## config.mk

```make
export PLATFORM = sky130hd
export DESIGN_NAME = sw_div_top
export DESIGN_NICKNAME = d
export VERILOG_FILES = /design/src/rtl/sw_div_pkg.sv /design/src/rtl/sw_div_cfg.sv /design/src/rtl/sw_div_core.sv /design/src/rtl/sw_div_top.sv
export SDC_FILE = /design/constraint.sdc
export NUM_CORES = 1
export LEC_CHECK = 0
export ABC_AREA = 1
export BUFFER_PORTS_ARGS = -buffer_cell sky130_fd_sc_hd__buf_2
export CORE_MARGIN = 3
export CORE_UTILIZATION = 61
export DETAILED_ROUTE_END_ITERATION = 6
export PLACE_DENSITY = 0.89
export SLEW_MARGIN = 30
export SYNTH_ARGS = -nofsm -noshare
export SYNTH_HDL_FRONTEND = slang
export SYNTH_SLANG_ARGS = --single-unit
```

## constraint.sdc

```tcl
create_clock -name clk -period 1.8 [get_ports clk]
set_input_delay 0.18 -clock clk [delete_from_list [all_inputs] [get_ports clk]]
set_output_delay 0.18 -clock clk [all_outputs]
set_load 0.02 [all_outputs]
```

## src/rtl/sw_div_pkg.sv

```systemverilog
package sw_div_pkg;
  localparam int SWALLOW_W_DEF = 7;
  localparam int MAIN_W_DEF    = 11;

  typedef enum logic {
    RATIO_64_65   = 1'b0,
    RATIO_128_129 = 1'b1
  } ratio_e;
endpackage

```

## src/rtl/sw_div_cfg.sv

```systemverilog
module sw_div_cfg
  import sw_div_pkg::*;
#(
  parameter int A_W   = SWALLOW_W_DEF,
  parameter int N_W   = MAIN_W_DEF,
  parameter logic [N_W-1:0] DEF_N = 16,
  parameter logic [A_W-1:0] DEF_A = 2,
  parameter ratio_e DEF_RATIO = RATIO_64_65
) (
  input  logic           clk,
  input  logic           rst,
  input  logic           cfg_data,
  input  logic           cfg_shift,
  input  logic           cfg_load,
  output logic [N_W-1:0] pend_n,
  output logic [A_W-1:0] pend_a,
  output ratio_e         pend_ratio
);
  localparam int FRAME_W = 1 + N_W + A_W;

  logic [FRAME_W-1:0] frame_q;

  // serial frame, MSB first: the newest bit enters at bit 0
  always_ff @(posedge clk) begin
    if (rst) begin
      frame_q <= '0;
    end else if (cfg_shift) begin
      frame_q <= {frame_q[FRAME_W-2:0], cfg_data};
    end
  end

  // pending settings change only on the load strobe
  always_ff @(posedge clk) begin
    if (rst) begin
      pend_n     <= DEF_N;
      pend_a     <= DEF_A;
      pend_ratio <= DEF_RATIO;
    end else if (cfg_load) begin
      pend_ratio <= ratio_e'(frame_q[FRAME_W-1]);
      pend_n     <= frame_q[A_W +: N_W];
      pend_a     <= frame_q[A_W-1:0];
    end
  end
endmodule

```

## src/rtl/sw_div_core.sv

```systemverilog
module sw_div_core
  import sw_div_pkg::*;
#(
  parameter int A_W   = SWALLOW_W_DEF,
  parameter int N_W   = MAIN_W_DEF,
  parameter logic [N_W-1:0] DEF_N = 16,
  parameter logic [A_W-1:0] DEF_A = 2,
  parameter ratio_e DEF_RATIO = RATIO_64_65
) (
  input  logic           clk,
  input  logic           rst,
  input  logic [N_W-1:0] pend_n,
  input  logic [A_W-1:0] pend_a,
  input  ratio_e         pend_ratio,
  output logic [N_W-1:0] main_rem,
  output logic           swallow_req,
  output logic           ratio_sel,
  output logic           fb_pulse
);
  localparam logic [N_W-1:0] MAIN_TERM = N_W'(1);

  logic [A_W-1:0] swal_rem;
  logic [N_W-1:0] main_nx;
  logic [A_W-1:0] swal_nx;
  logic           at_term;

  assign at_term = (main_rem == MAIN_TERM);

  // both counters reload together at the main terminal count
  always_comb begin
    if (at_term) begin
      main_nx = pend_n;
      swal_nx = pend_a;
    end else begin
      main_nx = main_rem - N_W'(1);
      swal_nx = (swal_rem != '0) ? swal_rem - A_W'(1) : '0;
    end
  end

  // outputs are registered from the next counter state
  always_ff @(posedge clk) begin
    if (rst) begin
      main_rem    <= DEF_N;
      swal_rem    <= DEF_A;
      swallow_req <= (DEF_A != '0);
      fb_pulse    <= (DEF_N == MAIN_TERM);
      ratio_sel   <= DEF_RATIO;
    end else begin
      main_rem    <= main_nx;
      swal_rem    <= swal_nx;
      swallow_req <= (swal_nx != '0);
      fb_pulse    <= (main_nx == MAIN_TERM);
      if (at_term) ratio_sel <= pend_ratio;
    end
  end
endmodule

```

## src/rtl/sw_div_top.sv

```systemverilog
module sw_div_top
  import sw_div_pkg::*;
#(
  parameter int A_W   = SWALLOW_W_DEF,
  parameter int N_W   = MAIN_W_DEF,
  parameter logic [N_W-1:0] DEF_N = 16,
  parameter logic [A_W-1:0] DEF_A = 2,
  parameter ratio_e DEF_RATIO = RATIO_64_65
) (
  input  logic clk,
  input  logic rst,
  input  logic cfg_data,
  input  logic cfg_shift,
  input  logic cfg_load,
  output logic swallow_req,
  output logic ratio_sel,
  output logic fb_pulse
);
  logic [N_W-1:0] pend_n;
  logic [A_W-1:0] pend_a;
  ratio_e         pend_ratio;
  logic [N_W-1:0] main_rem;

  sw_div_cfg #(
    .A_W(A_W), .N_W(N_W), .DEF_N(DEF_N), .DEF_A(DEF_A), .DEF_RATIO(DEF_RATIO)
  ) u_cfg (
    .clk(clk), .rst(rst), .cfg_data(cfg_data), .cfg_shift(cfg_shift),
    .cfg_load(cfg_load), .pend_n(pend_n), .pend_a(pend_a),
    .pend_ratio(pend_ratio)
  );

  sw_div_core #(
    .A_W(A_W), .N_W(N_W), .DEF_N(DEF_N), .DEF_A(DEF_A), .DEF_RATIO(DEF_RATIO)
  ) u_core (
    .clk(clk), .rst(rst), .pend_n(pend_n), .pend_a(pend_a),
    .pend_ratio(pend_ratio), .main_rem(main_rem),
    .swallow_req(swallow_req), .ratio_sel(ratio_sel), .fb_pulse(fb_pulse)
  );
endmodule

```

==> results of run 1 <==
==> layout by cell type, fill, tap and decap left out <==
cell type	Yosys	layout
a21oi_1	16	15
a21oi_2	0	1
and2_1	1	1
buf_2	0	7
buf_4	0	5
bufinv_16	0	1
clkbuf_1	12	3
clkbuf_8	0	9
clkinv_1	1	1
clkinv_2	0	2
dfxtp_1	59	59
ha_1	4	4
inv_1	29	29
inv_2	1	1
nand2_1	49	49
nand2_2	7	6
nand2_4	2	3
nand3_1	10	10
nand3_2	4	3
nand3_4	0	1
nand3b_1	1	1
nand4_1	1	1
nor2_1	96	95
nor2_2	5	6
nor2_4	3	3
o21ai_0	43	43
o21ai_1	1	1
o21ai_2	1	1
o21bai_1	1	1
o22ai_1	1	1
xnor2_1	2	2
xor2_1	6	6
==> state kept, by name (all words and copies together), names as in the netlist <==
| register | flops |
|---|---|
| u_core.swal_rem | 7 |
| u_cfg.pend_a | 7 |
| u_core.ratio_sel | 1 |
| u_cfg.pend_n | 11 |
| u_cfg.pend_ratio | 1 |
| u_core.swallow_req | 1 |
| u_core.main_rem | 11 |
| u_core.fb_pulse | 1 |
| u_cfg.frame_q | 19 |
==> logic make-up after synthesis <==
kind of cell	count (synthesis)
AO/OA/AOI/OAI	63
AND/OR/NAND/NOR	179
adder cells (fa/ha/maj)	4
buffers and inverters	45
flip-flops	59
XOR/XNOR	8
==> what timing repair did <==
action / in CTS / in global routing
endpoints found under the setup margin: 0 / 2
setup buffers: 0 / 0
endpoints found under the hold margin: 0 / 0
resized for setup: 0 / 4
==> worst max-delay path, cell delays in order, from the launching register on <==
cell and delay [ns]:
dfxtp_1 0.31, inv_1 0.07, ha_1 0.18, inv_1 0.05, nor2_1 0.10, nand3_2 0.10, nor2_4 0.23, nand2_1 0.10
nand2_1 0.12, nand2_2 0.07, nor2_2 0.10, nand3_1 0.08, nor2_1 0.10
==> area by class of cell <==
class                           count  area, sq um
Clock buffer                       12        135.1
Tap cell                           50        62.56
Sequential cell                    59         1181
Multi-Input combinational cell    254         1247
Clock inverter                      3        40.04
Fill cell                         307         1202
Timing Repair Buffer               12        72.57
Inverter                           31        116.4
==> metal layers <==
metal	GRT usage	vias to the layer above	share of wire
met5	0	-	0
met4	0.1253	0	0.020
met3	0.06108	8	0.037
met2	0.3959	54	0.50
met1	0.2811	1033	0.45
li1	-	1144	-
==> power by group through the flow <==
stage,Clock [mW],Sequential [mW],Combinational (mW)
after detailed placement,0,1.72,1.42
final,1.10,1.69,1.51
after floorplan,0,1.69,1.16
after global placement,0,1.71,1.37
after CTS,1.11,1.69,1.46
after global routing,1.17,1.72,1.73
==> stage by stage <==
stage / setup slack [ns] / util / cell area, sq um
detailed placement: 0.1546 / 0.6559 / 2661
global placement: 0.1561 / 0.6559 / 2661
global route: 0.003127 / 0.7037 / 2855
CTS: 0.1339 / 0.6990 / 2836
finish: 0.1283 / 0.7037 / 2855
floorplan: 0.3997 / - / 2594
==> worst min-delay path by stage <==
stage	from	endpoint	slack (ns)	depth (start not counted)
global route	cfg_data	u_cfg.frame_q[0]	0.12	3
CTS	cfg_data	u_cfg.frame_q[0]	0.07	3
floorplan	cfg_data	u_cfg.frame_q[0]	0.31	2
finish	cfg_data	u_cfg.frame_q[0]	0.08	3
global placement	cfg_data	u_cfg.frame_q[0]	0.40	3
detailed placement	cfg_data	u_cfg.frame_q[0]	0.42	3
==> results.json, run 1 <==
{
  "max_freq_mhz": 598.2,
  "hold_path_class": "input port to register",
  "fin_crit_ns": 1.672,
  "ir_drop_mv": 0.7882,
  "synth_commonest_cells": "nor2_1 (96), dfxtp_1 (59), nand2_1 (49)",
  "tns_ns": 0,
  "finalClockSkew_ns": 0.007357,
  "netlist_area_sq_um": 2594,
  "final_cells": 421,
  "startpoint_type": "register",
  "initial_core_util": 0.6392,
  "cp_data_arrival_time_ns": 1.94,
  "cp.required_ns": 2.07,
  "synth-xor-area-share": 0.02701,
  "synth.most_common_cell": "nor2_1",
  "dp.cells": 406,
  "synthArstFlopShare": 0,
  "yosys.area_share.simple": 0.3029,
  "detail-route-antenna-nets": 0,
  "io_buffers": 7,
  "fin_hold_ws_ns": 0.07542,
  "synthDistinctLibCells": 26,
  "power_frac_comb": 0.350,
  "drv_slew": 0,
  "tightestPinTransition_ns": 0.4489,
  "num_rows": 23,
  "cp-startpoint": "u_core.main_rem[1]",
  "drt-vias-per-instance": 5.318,
  "cts_buffers": 9,
  "via_count": 2239,
  "place_hpwl_microns": 3555,
  "p_seq_frac": 0.394,
  "cts.sinks": 59,
  "synthCells": 358,
  "power_switching_mw": 1.623,
  "endpoint": "u_core.fb_pulse",
  "syn_area_per_cell_sq_um": 7.245,
  "clkTransAtPathRegs_ns": 0.06,
  "grt_antenna_before_repair": 0,
  "p_per_area_nw_per_um2": 1507,
  "ys_top_cells_by_area": "dfxtp_1 (46%), nor2_1 (14%), o21ai_0 (8.3%)",
  "hold_viol_final": 0,
  "post-route-period-util": 0.9287,
  "clock_power_share": 0.256,
  "die_w_microns": 71.21,
  "firstDrtPassIters": 5,
  "rsz0062_at_grt": "no",
  "worstPathMaxFanout": 8,
  "reg2reg_depth": 12,
  "grt_overflow_total": 0,
  "ctsHoldBuffers": 0,
  "route.detailed.wl_per_inst_microns": 12.73,
  "synth_edf_count": 0,
  "intPower_mw": 2.680,
  "synthMuxAreaShare": 0,
  "insertion_delay_ns": 0.34,
  "end_kind": "register",
  "leakage_nw": 1.284,
  "synth_top_family_by_area": "simple AND/OR/NAND/NOR gates",
  "grt_max_degree": 35,
  "nets": 376,
  "yosysWarnings": 0,
  "ios": 8,
  "synth_top_area_cell": "dfxtp_1",
  "cts_tree": "done",
  "synthFlopType": "dfxtp_1",
  "core_sq_um": 4058,
  "remaining_drc_errors": 0,
  "switching_share": 0.3772,
  "synthAdderAreaFrac": 0.01930,
  "cap_viol_max_count": 0,
  "reg2reg_slack_ns": 0.13,
  "antenna_cells": 0,
  "slew_headroom": 0.6989,
  "ys_ff_latch": 59,
  "crit_type": "register to register",
  "syn_to_final_growth_pct": 10.08,
  "grt_pass1_vias": 2161,
  "reg2reg_to": "u_core.fb_pulse",
  "drive_gt1_frac": 0.1321,
  "root_buffer": "clkbuf_8",
  "gp_congestion": 0.8189,
  "status": "complete, no violations",
  "syn_nets": 367,
  "drt-initial-drc-count": 162,
  "grtUsageTotal": 0.2382,
  "power_mw": 4.302,
  "die_area_sq_um": 5070,
  "cts_htree_levels": 3,
  "die_h_microns": 71.21,
  "synth_compound_area_frac": 0.1245,
  "finalWirelength_microns": 5359,
  "cts_buffer_depth": 2,
  "setup_viol": 0,
  "yosys.area.top_type_share": 0.4554,
  "yosysSeqAreaShare": 0.4554,
  "grt_pass1_wl_microns": 9411,
  "reg2reg_from": "u_core.main_rem[1]"
}
Power figures use the tool's default switching activity.
==> run 2: changes to the inputs <==
--- a/config.mk
+++ b/config.mk
@@ -7,11 +7,13 @@
 export LEC_CHECK = 0
 export ABC_AREA = 1
 export BUFFER_PORTS_ARGS = -buffer_cell sky130_fd_sc_hd__buf_2
+export CAP_MARGIN = 20
 export CORE_MARGIN = 3
 export CORE_UTILIZATION = 61
+export CTS_BUF_LIST = sky130_fd_sc_hd__clkbuf_16
 export DETAILED_ROUTE_END_ITERATION = 6
 export PLACE_DENSITY = 0.89
-export SLEW_MARGIN = 30
+export SLEW_MARGIN = 20
 export SYNTH_ARGS = -nofsm -noshare
 export SYNTH_HDL_FRONTEND = slang
 export SYNTH_SLANG_ARGS = --single-unit
==> results.json, run 2 (synthesis results as in run 1) <==
{
  "gp_congestion": 0.8189,
  "grt_max_degree": 35,
  "grt_overflow_total": 0,
  "finalClockSkew_ns": 0.007183,
  "die_area_sq_um": 5070,
  "status": "complete, no violations",
  "largest_register": "u_cfg.frame_q",
  "cts_htree_levels": 3,
  "drv_slew": 0,
  "grt_antenna_before_repair": 0,
  "critPathSlowestCell": "dfxtp_1",
  "firstDrtPassIters": 5,
  "post-route-period-util": 0.9784,
  "utilization": 0.7342,
  "drive_gt1_frac": 0.1448,
  "clkTransAtPathRegs_ns": 0.05,
  "grt_pass1_vias": 2226,
  "fin_crit_ns": 1.761,
  "initial_core_util": 0.6392,
  "finalWirelength_microns": 6060,
  "path_cells": "inv_1 -> ha_1 -> inv_1 -> nor2_2 -> nand3_2 -> nor2_4 -> buf_4 -> nand2_1 -> nand2_1 -> nor2_2 -> nand3_1 -> nor2_1",
  "hold_viol_final": 0,
  "root_buffer": "clkbuf_16",
  "max_stage_delay_ns": 0.31,
  "max_freq_mhz": 567.8,
  "die_h_microns": 71.21,
  "remaining_drc_errors": 0,
  "nets": 378,
  "p_per_area_nw_per_um2": 1641,
  "crit_type": "register to register",
  "ios": 8,
  "place_ws_ns": 0.1546,
  "cp_top_family": "simple AND/OR/NAND/NOR gates",
  "fin_hold_ws_ns": 0.09032,
  "antenna_cells": 0,
  "cts.sinks": 59,
  "drt-initial-drc-count": 164,
  "detail-route-antenna-nets": 0,
  "end_kind": "register",
  "final_cell_mix": "nor2_1 (93), dfxtp_1 (59), nand2_1 (48), o21ai_0 (43), inv_1 (32)",
  "hold_depth": 3,
  "drt-vias-per-instance": 5.598,
  "slew_headroom": 0.6807,
  "via_count": 2368,
  "leakage_nw": 1.355,
  "syn_to_final_growth_pct": 14.86,
  "cts_buffers": 9,
  "cap_viol_max_count": 0,
  "setup_viol": 0,
  "top_regs": "u_cfg.frame_q (19), u_cfg.pend_n (11), u_core.main_rem (11)",
  "cts_buffer_depth": 2,
  "fin_ws_ns": 0.03883,
  "core_sq_um": 4058,
  "tightestPinTransition_ns": 0.4759,
  "num_rows": 23,
  "die_w_microns": 71.21,
  "dp.cells": 406,
  "startpoint_type": "register",
  "largest_register_ff_count": 19,
  "cp_data_arrival_time_ns": 1.98,
  "crit_cells": 12,
  "io_buffers": 7,
  "place_hpwl_microns": 3555,
  "ir_drop_mv": 1.057,
  "route.detailed.wl_per_inst_microns": 14.33,
  "grtUsageTotal": 0.2567,
  "power_mw": 4.888,
  "cp.required_ns": 2.02,
  "path_buf_inv": 3,
  "final_cells": 423,
  "hold_path_class": "input port to register",
  "grt_pass1_wl_microns": 10160,
  "reg2reg_depth": 12,
  "cts_tree": "done",
  "mostFrequentLayoutCell": "nor2_1",
  "worstPathMaxFanout": 8,
  "insertion_delay_ns": 0.32
}
## run 2: path summary, 6_finish.rpt
path                       from               end  slack, ns
max          u_core.main_rem[1]   u_core.fb_pulse       0.04
min                    cfg_data  u_cfg.frame_q[0]       0.09
max reg2reg  u_core.main_rem[1]   u_core.fb_pulse       0.04
min reg2reg    u_cfg.pend_ratio  u_core.ratio_sel       0.47
## run 2: worst register-to-register path: stages, from the launching register on
cell	delay [ns]
dfxtp_1	0.31
inv_1	0.08
ha_1	0.19
inv_1	0.06
nor2_2	0.11
nand3_2	0.12
nor2_4	0.25
buf_4	0.19
nand2_1	0.09
nand2_1	0.12
nor2_2	0.04
nand3_1	0.06
nor2_1	0.04
## run 2: cell type report
| type | count | area, sq um |
|---|---|---|
| Tap cell | 50 | 62.56 |
| Timing Repair Buffer | 14 | 87.58 |
| Multi-Input combinational cell | 254 | 1255 |
| Clock inverter | 6 | 51.30 |
| Inverter | 31 | 116.4 |
| Fill cell | 271 | 1079 |
| Sequential cell | 59 | 1181 |
| Clock buffer | 9 | 225.2 |
## run 2: power breakdown
group / total (mW) / internal, mW / switching [mW]
Clock: 1.60 / 1.04 / 0.563
Sequential: 1.70 / 1.52 / 0.186
Combinational: 1.58 / 0.549 / 1.03
## run 2: routing by layer
| layer | part of all wire | vias up | routed length, microns | global-route usage |
|---|---|---|---|---|
| met4 | 0.030 | 0 | 180 | 0.1441 |
| met1 | 0.42 | 1104 | 2538 | 0.2988 |
| met5 | 0 | - | 0 | 0 |
| met3 | 0.051 | 21 | 312 | 0.04261 |
| met2 | 0.50 | 86 | 3028 | 0.4439 |
| li1 | - | 1157 | - | - |
## run 2: per-stage QoR
| stage | TNS [ns] | instance area (sq um) |
|---|---|---|
| detailed placement | 0 | 2661 |
| global placement | 0 | 2661 |
| floorplan | 0 | 2594 |
| CTS | 0 | 2938 |
| finish | 0 | 2979 |
| global route | -0.003556 | 2979 |
## run 2: repair_timing
| item | CTS | global route |
|---|---|---|
| gates resized for setup | 0 | 7 |
| hold buffers | 0 | 0 |
| buffers inserted | 0 | 2 |
| endpoints found under the setup margin | 0 | 2 |
